## config.mk

```make
export PLATFORM = sky130hd
export DESIGN_NAME = tmr_irq_gen
export DESIGN_NICKNAME = d
export VERILOG_FILES = /design/src/rtl/tmr_irq_pkg.sv /design/src/rtl/tmr_irq_sync.sv /design/src/rtl/tmr_irq_dp.sv /design/src/rtl/tmr_irq_ctl.sv /design/src/rtl/tmr_irq_gen.sv
export SDC_FILE = /design/constraint.sdc
export NUM_CORES = 1
export LEC_CHECK = 0
export ABC_AREA = 1
export BUFFER_PORTS_ARGS = -buffer_cell sky130_fd_sc_hd__buf_2
export CAP_MARGIN = 20
export CORE_MARGIN = 2
export CORE_UTILIZATION = 35
export DETAILED_ROUTE_END_ITERATION = 16
export PLACE_DENSITY_LB_ADDON = 0.2
export SLEW_MARGIN = 15
export SYNTH_ARGS = -nofsm -noshare
export SYNTH_HDL_FRONTEND = slang
export SYNTH_SLANG_ARGS = --single-unit
```

## constraint.sdc

```tcl
create_clock -name clk -period 1.3 [get_ports clk]
set_input_delay 0.065 -clock clk [delete_from_list [all_inputs] [get_ports clk]]
set_output_delay 0.065 -clock clk [all_outputs]
set_load 0.03 [all_outputs]
```

## src/rtl/tmr_irq_pkg.sv

```systemverilog
package tmr_irq_pkg;

  typedef enum logic [1:0] {
    IRQ_ON_STOP = 2'b00,
    IRQ_ON_RISE = 2'b01,
    IRQ_ON_FALL = 2'b10,
    IRQ_ON_BOTH = 2'b11
  } irqMode_e;

  // Events seen by the datapath this cycle
  typedef struct packed {
    logic outRise;
    logic outFall;
    logic runStart;
    logic runStop;
    logic pinFall;
    logic chanRstRise;
    logic degenerate;
    logic firstWin;
  } tmrEvt_t;

  // Strobes from control to datapath
  typedef struct packed {
    logic fire;
    logic armFirst;
    logic disarmFirst;
  } irqStrobe_t;

endpackage

```

## src/rtl/tmr_irq_sync.sv

```systemverilog
module tmr_irq_sync #(
  parameter int   Stages   = 2,
  parameter logic ResetVal = 1'b1
) (
  input  logic clk,
  input  logic rstN,
  input  logic din,
  output logic dout
);

  logic [Stages-1:0] chainQ;

  generate
    if (Stages == 1) begin : g_single
      always_ff @(posedge clk or negedge rstN) begin
        if (!rstN) chainQ <= {Stages{ResetVal}};
        else       chainQ <= din;
      end
    end else begin : g_chain
      always_ff @(posedge clk or negedge rstN) begin
        if (!rstN) chainQ <= {Stages{ResetVal}};
        else       chainQ <= {chainQ[Stages-2:0], din};
      end
    end
  endgenerate

  assign dout = chainQ[Stages-1];

endmodule

```

## src/rtl/tmr_irq_dp.sv

```systemverilog
module tmr_irq_dp
  import tmr_irq_pkg::*;
#(
  parameter int CntWidth   = 8,
  parameter int SyncStages = 2
) (
  input  logic                clk,
  input  logic                rstN,
  input  logic                tmrOut,
  input  logic                tmrRun,
  input  logic                startPin,
  input  logic                chanRst,
  input  logic [CntWidth-1:0] cmpVal,
  input  logic [CntWidth-1:0] rldVal,
  input  irqStrobe_t          strobe,
  output tmrEvt_t             evt,
  output logic                irqReq
);

  localparam logic [CntWidth-1:0] CntZero = '0;
  localparam logic [CntWidth-1:0] CntTop  = {CntWidth{1'b1}};

  logic pinSync;
  logic outQ, runQ, pinQ, chanRstQ;
  logic pendingQ;
  logic irqQ;

  tmr_irq_sync #(.Stages(SyncStages), .ResetVal(1'b1)) u_pinSync (
    .clk  (clk),
    .rstN (rstN),
    .din  (startPin),
    .dout (pinSync)
  );

  // Previous-cycle samples used for edge detection
  always_ff @(posedge clk or negedge rstN) begin
    if (!rstN) begin
      outQ     <= 1'b0;
      runQ     <= 1'b0;
      pinQ     <= 1'b1;
      chanRstQ <= 1'b1;
    end else begin
      outQ     <= tmrOut;
      runQ     <= tmrRun;
      pinQ     <= pinSync;
      chanRstQ <= chanRst;
    end
  end

  // First-event window after a start
  always_ff @(posedge clk or negedge rstN) begin
    if (!rstN)                   pendingQ <= 1'b0;
    else if (strobe.disarmFirst) pendingQ <= 1'b0;
    else if (strobe.armFirst)    pendingQ <= 1'b1;
  end

  always_ff @(posedge clk or negedge rstN) begin
    if (!rstN) irqQ <= 1'b0;
    else       irqQ <= strobe.fire;
  end

  always_comb begin
    evt.outRise     = tmrOut & ~outQ;
    evt.outFall     = ~tmrOut & outQ;
    evt.runStart    = tmrRun & ~runQ;
    evt.runStop     = ~tmrRun & runQ;
    evt.pinFall     = ~pinSync & pinQ;
    evt.chanRstRise = chanRst & ~chanRstQ;
    evt.degenerate  = (cmpVal == CntZero) || (cmpVal == CntTop) || (cmpVal < rldVal);
    evt.firstWin    = pendingQ | evt.runStart;
  end

  assign irqReq = irqQ;

endmodule

```

## src/rtl/tmr_irq_ctl.sv

```systemverilog
module tmr_irq_ctl
  import tmr_irq_pkg::*;
(
  input  irqMode_e   modeSel,
  input  logic       irqEn,
  input  logic       startFromPin,
  input  tmrEvt_t    evt,
  output irqStrobe_t strobe
);

  logic riseSel, fallSel;
  logic edgeEv, stopEv, pinEv, rstEv, swallow;

  always_comb begin
    riseSel = (modeSel == IRQ_ON_RISE) || (modeSel == IRQ_ON_BOTH);
    fallSel = (modeSel == IRQ_ON_FALL) || (modeSel == IRQ_ON_BOTH);

    // Start acts as a rising edge
    edgeEv  = irqEn & ((riseSel & (evt.outRise | evt.runStart)) |
                       (fallSel & evt.outFall));
    stopEv  = irqEn & (modeSel == IRQ_ON_STOP) & evt.runStop;
    // Exceptions that ignore the enable
    pinEv   = (modeSel == IRQ_ON_STOP) & startFromPin & evt.pinFall;
    rstEv   = (modeSel == IRQ_ON_FALL) & evt.chanRstRise;

    swallow = edgeEv & evt.firstWin & evt.degenerate;

    strobe.fire        = (edgeEv & ~swallow) | stopEv | pinEv | rstEv;
    strobe.armFirst    = evt.runStart & ~edgeEv;
    strobe.disarmFirst = edgeEv | evt.runStop;
  end

endmodule

```

## src/rtl/tmr_irq_gen.sv

```systemverilog
module tmr_irq_gen
  import tmr_irq_pkg::*;
#(
  parameter int CntWidth   = 8,
  parameter int SyncStages = 2
) (
  input  logic                clk,
  input  logic                rstN,
  input  logic                tmrOut,
  input  logic                tmrRun,
  input  logic                startPin,
  input  logic                startFromPin,
  input  logic                chanRst,
  input  logic [CntWidth-1:0] cmpVal,
  input  logic [CntWidth-1:0] rldVal,
  input  logic [1:0]          irqMode,
  input  logic                irqEn,
  output logic                irqReq
);

  irqMode_e   modeSel;
  tmrEvt_t    evt;
  irqStrobe_t strobe;

  assign modeSel = irqMode_e'(irqMode);

  tmr_irq_dp #(.CntWidth(CntWidth), .SyncStages(SyncStages)) u_dp (
    .clk      (clk),
    .rstN     (rstN),
    .tmrOut   (tmrOut),
    .tmrRun   (tmrRun),
    .startPin (startPin),
    .chanRst  (chanRst),
    .cmpVal   (cmpVal),
    .rldVal   (rldVal),
    .strobe   (strobe),
    .evt      (evt),
    .irqReq   (irqReq)
  );

  tmr_irq_ctl u_ctl (
    .modeSel      (modeSel),
    .irqEn        (irqEn),
    .startFromPin (startFromPin),
    .evt          (evt),
    .strobe       (strobe)
  );

  p_reset_quiet_r1: assert property (@(posedge clk) !rstN |=> !irqReq);

  p_rise_fires_r2: assert property (@(posedge clk) disable iff (!rstN)
    irqEn && modeSel == IRQ_ON_RISE && evt.outRise && !evt.degenerate |=> irqReq);

  p_fall_fires_r3: assert property (@(posedge clk) disable iff (!rstN)
    irqEn && modeSel == IRQ_ON_FALL && evt.outFall && !evt.degenerate |=> irqReq);

  p_both_fires_r4: assert property (@(posedge clk) disable iff (!rstN)
    irqEn && modeSel == IRQ_ON_BOTH && (evt.outRise || evt.outFall) && !evt.degenerate
    |=> irqReq);

  p_stop_fires_r5: assert property (@(posedge clk) disable iff (!rstN)
    irqEn && modeSel == IRQ_ON_STOP && evt.runStop |=> irqReq);

  p_start_fires_r6: assert property (@(posedge clk) disable iff (!rstN)
    irqEn && (modeSel == IRQ_ON_RISE || modeSel == IRQ_ON_BOTH) && evt.runStart
    && !evt.degenerate |=> irqReq);

  p_first_swallowed_r7: assert property (@(posedge clk) disable iff (!rstN)
    modeSel == IRQ_ON_RISE && evt.runStart && evt.degenerate |=> !irqReq);

  p_quiet_disabled_r8: assert property (@(posedge clk) disable iff (!rstN)
    !irqEn && !(modeSel == IRQ_ON_STOP && startFromPin && evt.pinFall)
    && !(modeSel == IRQ_ON_FALL && evt.chanRstRise) |=> !irqReq);

  p_pin_fires_r9: assert property (@(posedge clk) disable iff (!rstN)
    modeSel == IRQ_ON_STOP && startFromPin && evt.pinFall |=> irqReq);

  p_chanrst_fires_r10: assert property (@(posedge clk) disable iff (!rstN)
    modeSel == IRQ_ON_FALL && evt.chanRstRise |=> irqReq);

  p_wrong_event_r11: assert property (@(posedge clk) disable iff (!rstN)
    modeSel == IRQ_ON_RISE && !evt.outRise && !evt.runStart |=> !irqReq);

endmodule

```

==> summary.md, run 1 <==
| Metric | Value |
|---|---|
| Outcome | `complete, no violations` |
| Layout area overhead | `40.6%` |
| ANT nets after route | `0` |
| Gr usage total | `roughly 14%` |
| Total global routing overflow | `0` |
| Clock buffer count from CTS | `3` |
| Fill cell count | `between 150 and 200` |
| Pre-CTS setup slack | `about 0.11 ns` |
| Worst hold slack | `0.0910 ns` |
| Area post-placement | `698 sq um` |
| Slowest stage cell, crit path | `dlygate4sd3_1` |
| HPWL Detailed | `about 900 um` |
| Ys Warns | `0` |
| Core area | `~1500 sq um` |
| Final setup fails | `0` |
| Most common cell in the synthesized netlist | `nand2_1` |
| # diodes | `0` |
| Top cell type's share of synthesized area | `19.2%` |
| Max_slew headroom | `between 80% and 90%` |
| Non-Filler Instances | `between 100 and 150` |
| Worst slew pin tran | `around 0.18 ns` |
| Crit path kind | `primary input to flip-flop` |
| HP Class | `primary input to flip-flop` |
| Static Leakage | `about 0.45 nW` |
| Crit path max fanout | `4` |
| Number of synthesized flops with an enable pin | `0` |
| Final nets | `139` |
| PnR worst setup slack | `0.290 ns` |
| Routed WL | `between 1 and 1.5 mm` |
| Total power | `~610 uW` |
| Clock root buffer | `clkbuf_4` |
| Power per cell area | `roughly 800 nW/um^2` |
| Die Y | `roughly 44 um` |
| Synth top cells by count | `18 x nand2_1, 14 x inv_1, 7 x ha_1, 7 x nor2_1` |
| Finished Core Util | `between 50% and 60%` |
| # placed instances | `112` |
| Via count | `around 530` |
| Number of I/O port buffers | `26` |
| # rows | `14` |
| MaxCap Viol Count | `0` |
| CTS max path bufs | `2` |
| Max rail drop VDD | `0.568 mV` |
| Critical Path RT | `~1.5 ns` |
| WL/cell | `~9 um` |
| Crit path largest cell delay | `0.53 ns` |
| Clock sinks | `8` |
| Buf/Inv on CP | `2` |
| DR vias/cell | `around 4.5` |
| Starting DRT DRC Count | `2` |
| Syn_nets | `about 100` |
| Critical path capture point type | `flip-flop` |
| Wire length of the first global-routing pass | `1.93 mm` |
| Final instance area | `between 700 and 800 sq um` |
| Initial core utilization | `36.8%` |
| Sequential cell area | `~200 sq um` |
| Cell class contributing the biggest share of worst-path delay | `buffers and inverters` |
| Setup TNS | `0 ns` |
| Synth Flop Type | `dfstp_2` |
| 1st-pass router iterations | `2` |
| Yosys reg bits | `8` |
| CTS tree | `yes` |
| Leading area contributor after synthesis | `dfstp_2` |
| Largest net degree at the start of global routing | `9` |
| Post_cts resized | `0` |
| GP Congestion | `between 0.7 and 0.8` |
| Endpoints failing hold | `0` |
| Worst-path clk slew | `0.05 ns` |
| CTS H-Tree Depth | `1` |
| Async S/R FF share, synth | `100%` |
| Post-synthesis average cell area | `around 7.8 sq um` |
| # IOs | `27` |
| Clk_skew | `0.000590 ns` |
| Seq/Total Area, Yosys | `37.4%` |
| Initial antenna violation count | `0` |
| Drt drc | `0` |
| Post-CTS Setup Inserts | `0` |
| Slew Viols, Final | `0` |
| Critical Path Source Type | `primary input` |
| Critical path's most frequent cell | `nand2_1` |
| Vias in the first global route | `between 500 and 600` |
| Cells after Synth | `70` |
| Synthesized area | `between 500 and 600 sq um` |
| Synth unique cells | `16` |
| Multi-input logic area | `290 sq um` |
| Fin crit period | `1.01 ns` |
| RSZ-0062 raised after global routing | `no` |
| Clk_lat worst skew | `0.25 ns` |
| Worst-path cell chain | `dlygate4sd3_1, buf_2, nor2_1, nand2_1, a21oi_1, o21bai_1, nand2_1` |
| Layout cells sized above 1 | `between 30% and 40%` |
| Die width | `roughly 44 um` |
| Synth area leaders | `dfstp_2 19%, dfrtp_1 18%, ha_1 16%, nand2_1 12%, inv_1 9.6%` |
| Tcrit/Tclk final | `between 70% and 80%` |
| Arrival time at the worst endpoint | `between 1 and 1.5 ns` |
| Die area | `1900 sq um` |
| Max Clk Rate | `990 MHz` |
==> power breakdown <==
| group | total (mW) | internal [mW] | leakage [nW] | switching (mW) |
|---|---|---|---|---|
| Clock | 0.185 | 0.105 | 0.0138 | 0.0794 |
| Sequential | 0.276 | 0.270 | 0.0911 | 0.00523 |
| Combinational | 0.154 | 0.0771 | 0.350 | 0.0768 |
| Total | 0.614 | 0.453 | 0.455 | 0.161 |
==> per-layer routing <==
layer  share of wire [%]  global-route usage, %  vias up  routed length (um)
met4                   0                   3.64        0                   0
met3                 6.3                   6.25        0                  66
met5                   0                      0        -                   0
li1                    -                      -      295                   -
met1                  46                   15.5      223                 480
met2                  48                   23.5       16                 505
==> layout by cell type (no fill, tap or decap) <==
cell type,Yosys,routed
a21boi_4,1,1
a21oi_1,4,4
and3b_1,1,1
buf_2,0,26
clkbuf_4,0,3
dfrtp_1,4,4
dfstp_2,4,4
dlygate4sd3_1,0,5
ha_1,7,7
inv_1,14,14
nand2_1,18,18
nand3_1,1,1
nand3b_1,1,1
nand4_1,3,3
nor2_1,7,7
nor3_1,2,2
o21a_1,1,1
o21ai_1,1,1
o21bai_1,1,1
==> state kept, by name, indices dropped and copies added, names as in the netlist <==
name / cells
u_dp.u_pinSync.chainQ: 2
u_dp.pendingQ: 1
u_dp.chanRstQ: 1
u_dp.runQ: 1
u_dp.outQ: 1
u_dp.pinQ: 1
u_dp.irqReq: 1
==> final timing paths <==
| kind | startpoint | to | slack (ns) | cells after the start |
|---|---|---|---|---|
| worst max-delay path | tmrRun | u_dp.irqReq | 0.29 | 7 |
| max in group asynchronous | rstN | u_dp.chanRstQ | 0.88 | 2 |
| worst min register to register | u_dp.u_pinSync.chainQ[1] | u_dp.pinQ | 0.36 | 0 |
| worst min-delay path | irqMode[0] | u_dp.irqReq | 0.09 | 3 |
| worst max register to register | u_dp.u_pinSync.chainQ[1] | u_dp.irqReq | 0.30 | 4 |
| min in group asynchronous | rstN | u_dp.irqReq | 0.19 | 2 |
==> layout make-up <==
type	count	share of cell area (%)
repair buffers	31	23.4
clock buffers	3	2.92
multi-input cells	48	37.7
flip-flops and latches	8	26.6
inverters	14	6.82
well taps	16	2.60
==> worst reg2reg max path: stages (launching register included) <==
cell and delay [ns]:
dfstp_2 0.52, nand3b_1 0.11, a21oi_1 0.07, o21bai_1 0.13, nand2_1 0.06
==> timing repair <==
action,CTS,global route
endpoints found under the hold margin,12,0
endpoints found under the setup margin,0,0
hold buffers,5,0
==> kinds of logic after synthesis <==
kind of cell             after synthesis  synth area share, %
adder cells (fa/ha/maj)                7                 16.0
flip-flops                             8                 37.4
AND/OR/NAND/NOR                       33                 26.3
buffers and inverters                 14                 9.59
AO/OA/AOI/OAI                          8                 10.7
(Power assumes the default switching activity.)
==> inputs of run 2 (changes only) <==
--- a/config.mk
+++ b/config.mk
@@ -5,7 +5,7 @@
 export SDC_FILE = /design/constraint.sdc
 export NUM_CORES = 1
 export LEC_CHECK = 0
-export ABC_AREA = 1
+export ABC_AREA = 0
 export BUFFER_PORTS_ARGS = -buffer_cell sky130_fd_sc_hd__buf_2
 export CAP_MARGIN = 20
 export CORE_MARGIN = 2
==> constraint.sdc (replaced) <==
create_clock -name clk -period 1 [get_ports clk]
set_input_delay 0.05 -clock clk [delete_from_list [all_inputs] [get_ports clk]]
set_output_delay 0.05 -clock clk [all_outputs]
set_load 0.03 [all_outputs]
==> summary.md, run 2 <==
| Metric | Value |
|---|---|
| Cell count of the worst reg-to-reg path | `4` |
| Syn_nets | `90` |
| PnR worst setup slack | `-0.0860 ns` |
| Number of synthesized flops with an enable pin | `0` |
| Initial antenna violation count | `0` |
| FF-to-FF Start | `u_dp.runQ` |
| Drt drc | `0` |
| Total global routing overflow | `0` |
| WL/cell | `10.5 um` |
| Layout area overhead | `58.2%` |
| Failing checks | `negative setup slack` |
| Max rail drop VDD | `roughly 0.80 mV` |
| Clk_lat worst skew | `0.25 ns` |
| Die Y | `~43 um` |
| Leading area contributor after synthesis | `dfstp_2` |
| Synth area leaders | `dfstp_2 20%, dfrtp_1 19%, ha_1 16%, inv_1 8.4%, nor4_1 3.5%` |
| Finished Core Util | `57.6%` |
| RSZ-0062 raised after global routing | `yes` |
| MaxCap Viol Count | `0` |
| GP Congestion | `between 0.7 and 0.8` |
| Area post-placement | `around 740 sq um` |
| Clock sinks | `8` |
| Slowest stage cell, crit path | `dfrtp_1` |
| Endpoints failing hold | `0` |
| Flop2flop setup slack | `-0.09 ns` |
| Cells after Synth | `57` |
| Critical path capture point type | `flip-flop` |
| HPWL Detailed | `967 um` |
| Number of I/O port buffers | `26` |
| Via count | `551` |
| Most common cell after layout, fill and taps aside | `buf_2` |
| Synthesized area | `536 sq um` |
| Post-synthesis average cell area | `approximately 9.4 sq um` |
| Setup TNS | `-0.101 ns` |
| Max Clk Rate | `921 MHz` |
| Tcrit/Tclk final | `109%` |
| Critical Path Source Type | `flip-flop` |
| Worst Setup SP | `u_dp.runQ` |
| Starting DRT DRC Count | `0` |
| # IOs | `27` |
| Slew Viols, Final | `0` |
| Static Leakage | `between 0.4 and 0.5 nW` |
| Vias in the first global route | `about 590` |
| Pre-CTS setup slack | `-0.134 ns` |
| Worst-path cell chain | `nor2b_4, o221ai_2, a31oi_1, o32ai_2` |
| Max reg flops | `2` |
| ANT nets after route | `0` |
| CTS tree | `yes` |
| Crit path max fanout | `3` |
| Most frequent cells in the layout | `26 x buf_2, 12 x inv_1, 7 x ha_1, 7 x buf_4, 6 x dlygate4sd3_1` |
| Crit path kind | `flip-flop to flip-flop` |
| Critical Path RT | `around 1.1 ns` |
| Max_slew headroom | `approximately four fifths` |
| Synth unique cells | `24` |
| Top cell type's share of synthesized area | `19.6%` |
| Final nets | `~130` |
| Power per cell area | `1010 nW/um^2` |
| Most common cell in the synthesized netlist | `inv_1` |
| Largest net degree at the start of global routing | `9` |
| Worst-path clk slew | `around 0.06 ns` |
| Die width | `about 43 um` |
| Largest Register | `u_dp.u_pinSync.chainQ` |
| Clk_skew | `0.00949 ns` |
| # rows | `14` |
| Ys Warns | `0` |
| Outcome | `finished with violations` |
| 1st-pass router iterations | `1` |
| Clock buffer count from CTS | `3` |
| Arrival time at the worst endpoint | `1.22 ns` |
| Seq/Total Area, Yosys | `38.3%` |
| Post-CTS Setup Inserts | `0` |
| Crit path largest cell delay | `approximately 0.42 ns` |
| Fill cell count | `148` |
| # diodes | `0` |
| Fin crit period | `1.09 ns` |
| Worst slew pin tran | `~0.27 ns` |
| Routed WL | `roughly 1.2 mm` |
| Initial core utilization | `36.4%` |
| HP Class | `primary input to flip-flop` |
| Clock root buffer | `clkbuf_4` |
| CTS max path bufs | `2` |
| Async S/R FF share, synth | `between 90% and 100%` |
| Yosys reg bits | `8` |
| Die area | `1860 sq um` |
| CTS H-Tree Depth | `1` |
| Final instance area | `847 sq um` |
| Final setup fails | `2` |
| Synth top cells by count | `12 x inv_1, 7 x ha_1, 4 x dfrtp_1, 4 x dfstp_2` |
| Core area | `between 1000 and 1500 sq um` |
| Wire length of the first global-routing pass | `roughly 2.2 mm` |
| Layout cells sized above 1 | `47.0%` |
| Reg-to-reg endpoint | `u_dp.irqReq` |
| DR vias/cell | `around 4.8` |
| Synth Flop Type | `dfstp_2` |
| Gr usage total | `approximately 16%` |
| Worst setup path endpoint | `u_dp.irqReq` |
run 2: cells by family (layout without fill, tap and decap cells):
family	after synthesis	in the layout	share of synthesized area, %
adder cells (fa/ha/maj)	8	8	18.2
AND/OR/NAND/NOR	17	17	21.0
buffers and inverters	12	55	8.41
flip-flops	8	8	38.3
AO/OA/AOI/OAI	12	12	14.0
run 2: how the worst min path moves through the flow:
| stage | from | to | slack [ns] | depth (start not counted) |
|---|---|---|---|---|
| finish | irqEn | u_dp.irqReq | 0.09 | 3 |
| global route | irqEn | u_dp.irqReq | 0.10 | 3 |
| CTS | irqEn | u_dp.irqReq | 0.06 | 3 |
| detailed placement | rstN | u_dp.outQ | -0.10 | 1 |
| global placement | rstN | u_dp.runQ | -0.10 | 1 |
| floorplan | rstN | u_dp.irqReq | -0.25 | 0 |
run 2: where the power goes:
part	total [mW]	internal [mW]	leakage [nW]	switching [mW]
combinational	0.229	0.129	0.339	0.0994
sequential	0.363	0.351	0.0908	0.0120
clock	0.261	0.153	0.0150	0.109
run 2: through the flow:
| step | instances | hold slack (ns) | total power, mW |
|---|---|---|---|
| final | 116 | 0.0854 | 0.853 |
| after global routing | 116 | 0.100 | 0.913 |
| after CTS | 116 | 0.0647 | 0.858 |
| after detailed placement | 106 | -0.103 | 0.567 |
| after global placement | 106 | -0.102 | 0.563 |
| after floorplan | 57 | -0.246 | 0.457 |
run 2: cell type report:
class                      instances  area, sq um  share of cell area (%)
sequential                         8          205                    24.2
tap                               16         20.0                    2.36
timing repair buffer              39          243                    28.7
multi-input combinational         37          308                    36.3
clock buffer                       4         26.3                    3.10
inverter                          12         45.0                    5.32
run 2: per-layer routing:
metal | share of wire (%) | GRT usage, %
met4 | 0.98 | 9.09
met2 | 51 | 29.6
met3 | 6.5 | 2.13
met5 | 0 | 0
met1 | 41 | 16.0
run 2: critical path, delay by kind of cell, from the launching register on:
family / cells / cell delay [ns]
compound gates: 3 / 0.39
flops: 1 / 0.42
simple gates: 1 / 0.16
run 2: timing repair:
| action | 4_1_cts | 5_1_grt |
|---|---|---|
| cloned | 0 | 0 |
| endpoints found under the setup margin | 2 | 2 |
| pin swaps | 1 | 4 |
| resized for setup | 1 | 4 |
| hold endpoints to repair | 13 | 0 |
| hold buffers | 6 | 0 |
==> inputs of run 3 (changes only) <==
==> constraint.sdc (replaced) <==
create_clock -name clk -period 1.04 [get_ports clk]
set_input_delay 0.052 -clock clk [delete_from_list [all_inputs] [get_ports clk]]
set_output_delay 0.052 -clock clk [all_outputs]
set_load 0.03 [all_outputs]
==> summary.md, run 3 (synthesis gave the netlist of run 2 again) <==
| Metric | Value |
|---|---|
| Outcome | `finished with violations` |
| Failing checks | `negative setup slack` |
| RSZ-0062 raised after global routing | `yes` |
| 1st-pass router iterations | `5` |
| Power per cell area | `slightly below 1000 nW/um^2` |
| Clock sinks | `8` |
| Crit path kind | `flip-flop to flip-flop` |
| Clock buffer count from CTS | `3` |
| Fin crit period | `roughly 1.1 ns` |
| Wire length of the first global-routing pass | `2.11 mm` |
| Clk_skew | `around 0.0099 ns` |
| Die width | `~43 um` |
| Cell class contributing the biggest share of worst-path delay | `compound AO/OA/AOI/OAI gates` |
| # IOs | `27` |
| Pre-CTS setup slack | `-0.136 ns` |
| Finished Core Util | `roughly 58%` |
| GP Congestion | `0.673` |
| CTS H-Tree Depth | `1` |
| Largest net degree at the start of global routing | `9` |
| Endpoints failing hold | `0` |
| Worst hold slack | `just over 0.09 ns` |
| Worst slew pin tran | `~0.26 ns` |
| PnR worst setup slack | `-0.0630 ns` |
| Most common cell after layout, fill and taps aside | `buf_2` |
| # diodes | `0` |
| Final nets | `135` |
| Multi-input logic area | `about 310 sq um` |
| Vias in the first global route | `about 540` |
| Non-Filler Instances | `roughly 120` |
| Worst-path cell chain | `nor2b_4, o221ai_1, a31oi_1, o32ai_2` |
| Largest Register | `u_dp.u_pinSync.chainQ` |
| Max Clk Rate | `907 MHz` |
| Tcrit/Tclk final | `106%` |
| Number of I/O port buffers | `26` |
| Total power | `slightly above 800 uW` |
| WL/cell | `~11 um` |
| Gr usage total | `roughly 16%` |
| ANT nets after route | `0` |
| HP Class | `primary input to flip-flop` |
| Buf/Inv on CP | `0` |
| Clock root buffer | `clkbuf_4` |
| Critical Path Source Type | `flip-flop` |
| Core area | `1470 sq um` |
| Die Y | `43.1 um` |
| CTS tree | `yes` |
| Routed WL | `1.23 mm` |
| Sequential cell area | `between 200 and 250 sq um` |
| Fill cell count | `151` |
| Setup TNS | `-0.0630 ns` |
| Die area | `between 1500 and 2000 sq um` |
| Critical Path RT | `1.18 ns` |
| Drt drc | `0` |
| Final instance area | `about 860 sq um` |
| Layout cells sized above 1 | `around half` |
| # rows | `14` |
| Max reg flops | `2` |
| Slew Viols, Final | `0` |
| Area post-placement | `738 sq um` |
| Critical path capture point type | `flip-flop` |
| MaxCap Viol Count | `0` |
| Clk_lat worst skew | `around 0.26 ns` |
| HPWL Detailed | `just under 1 mm` |
| Via count | `570` |
| Static Leakage | `~0.45 nW` |
| Crit path max fanout | `3` |
| DR vias/cell | `4.87` |
| Total global routing overflow | `0` |
| # placed instances | `around 110` |
| Max_slew headroom | `slightly above 80%` |
| Layout area overhead | `60.3%` |
| Final setup fails | `1` |
| Crit path largest cell delay | `about 0.42 ns` |
| Slowest stage cell, crit path | `dfrtp_1` |
| Max rail drop VDD | `0.607 mV` |
| CTS max path bufs | `2` |
| Initial core utilization | `roughly 36%` |
| Most frequent cells in the layout | `26 x buf_2, 12 x inv_1, 8 x buf_4` |
| Starting DRT DRC Count | `9` |
| Worst-path clk slew | `0.06 ns` |
| Initial antenna violation count | `0` |
| Arrival time at the worst endpoint | `approximately 1.2 ns` |
==> run 3: cell type report <==
type                    instances  area share [%]
multi-input cells              37            36.3
repair buffers                 40            29.2
flip-flops and latches          8            23.9
inverters                      12            5.25
clock buffers                   4            3.06
well taps                      16            2.33
==> run 3: worst paths after layout <==
| path | from | to | slack (ns) | cells after the start |
|---|---|---|---|---|
| setup / recovery | u_dp.runQ | u_dp.irqReq | -0.06 | 4 |
| hold reg to reg | u_dp.u_pinSync.chainQ[1] | u_dp.pinQ | 0.35 | 0 |
| max in group asynchronous | rstN | u_dp.u_pinSync.chainQ[0] | 0.64 | 2 |
| setup reg to reg | u_dp.runQ | u_dp.irqReq | -0.06 | 4 |
| hold / removal | irqEn | u_dp.irqReq | 0.09 | 3 |
| min in group asynchronous | rstN | u_dp.runQ | 0.16 | 2 |
==> run 3: worst min-delay path: cells and delay by family <==
family	cells	cell delay [ns]
compound gates	2	0.15
buf+inv	1	0.11
==> run 3: what timing repair did <==
item / CTS / global route
endpoints found under the hold margin: 13 / 0
hold buffers: 6 / 0
buffers inserted: 1 / 0
endpoints found under the setup margin: 2 / 2
gates resized for setup: 1 / 5
pin swaps: 5 / 1
==> run 3: power by group <==
| part | switching (mW) | internal [mW] | leakage [nW] |
|---|---|---|---|
| clock | 0.110 | 0.147 | 0.0150 |
| sequential | 0.0117 | 0.338 | 0.0908 |
| combinational | 0.0983 | 0.127 | 0.343 |
==> run 3: layer usage <==
layer	global-route usage [%]	wire, um	up-vias
met5	0	0	-
met4	10.9	22	0
met3	6.81	83	2
met2	27.2	616	18
met1	15.8	509	260
li1	-	-	290
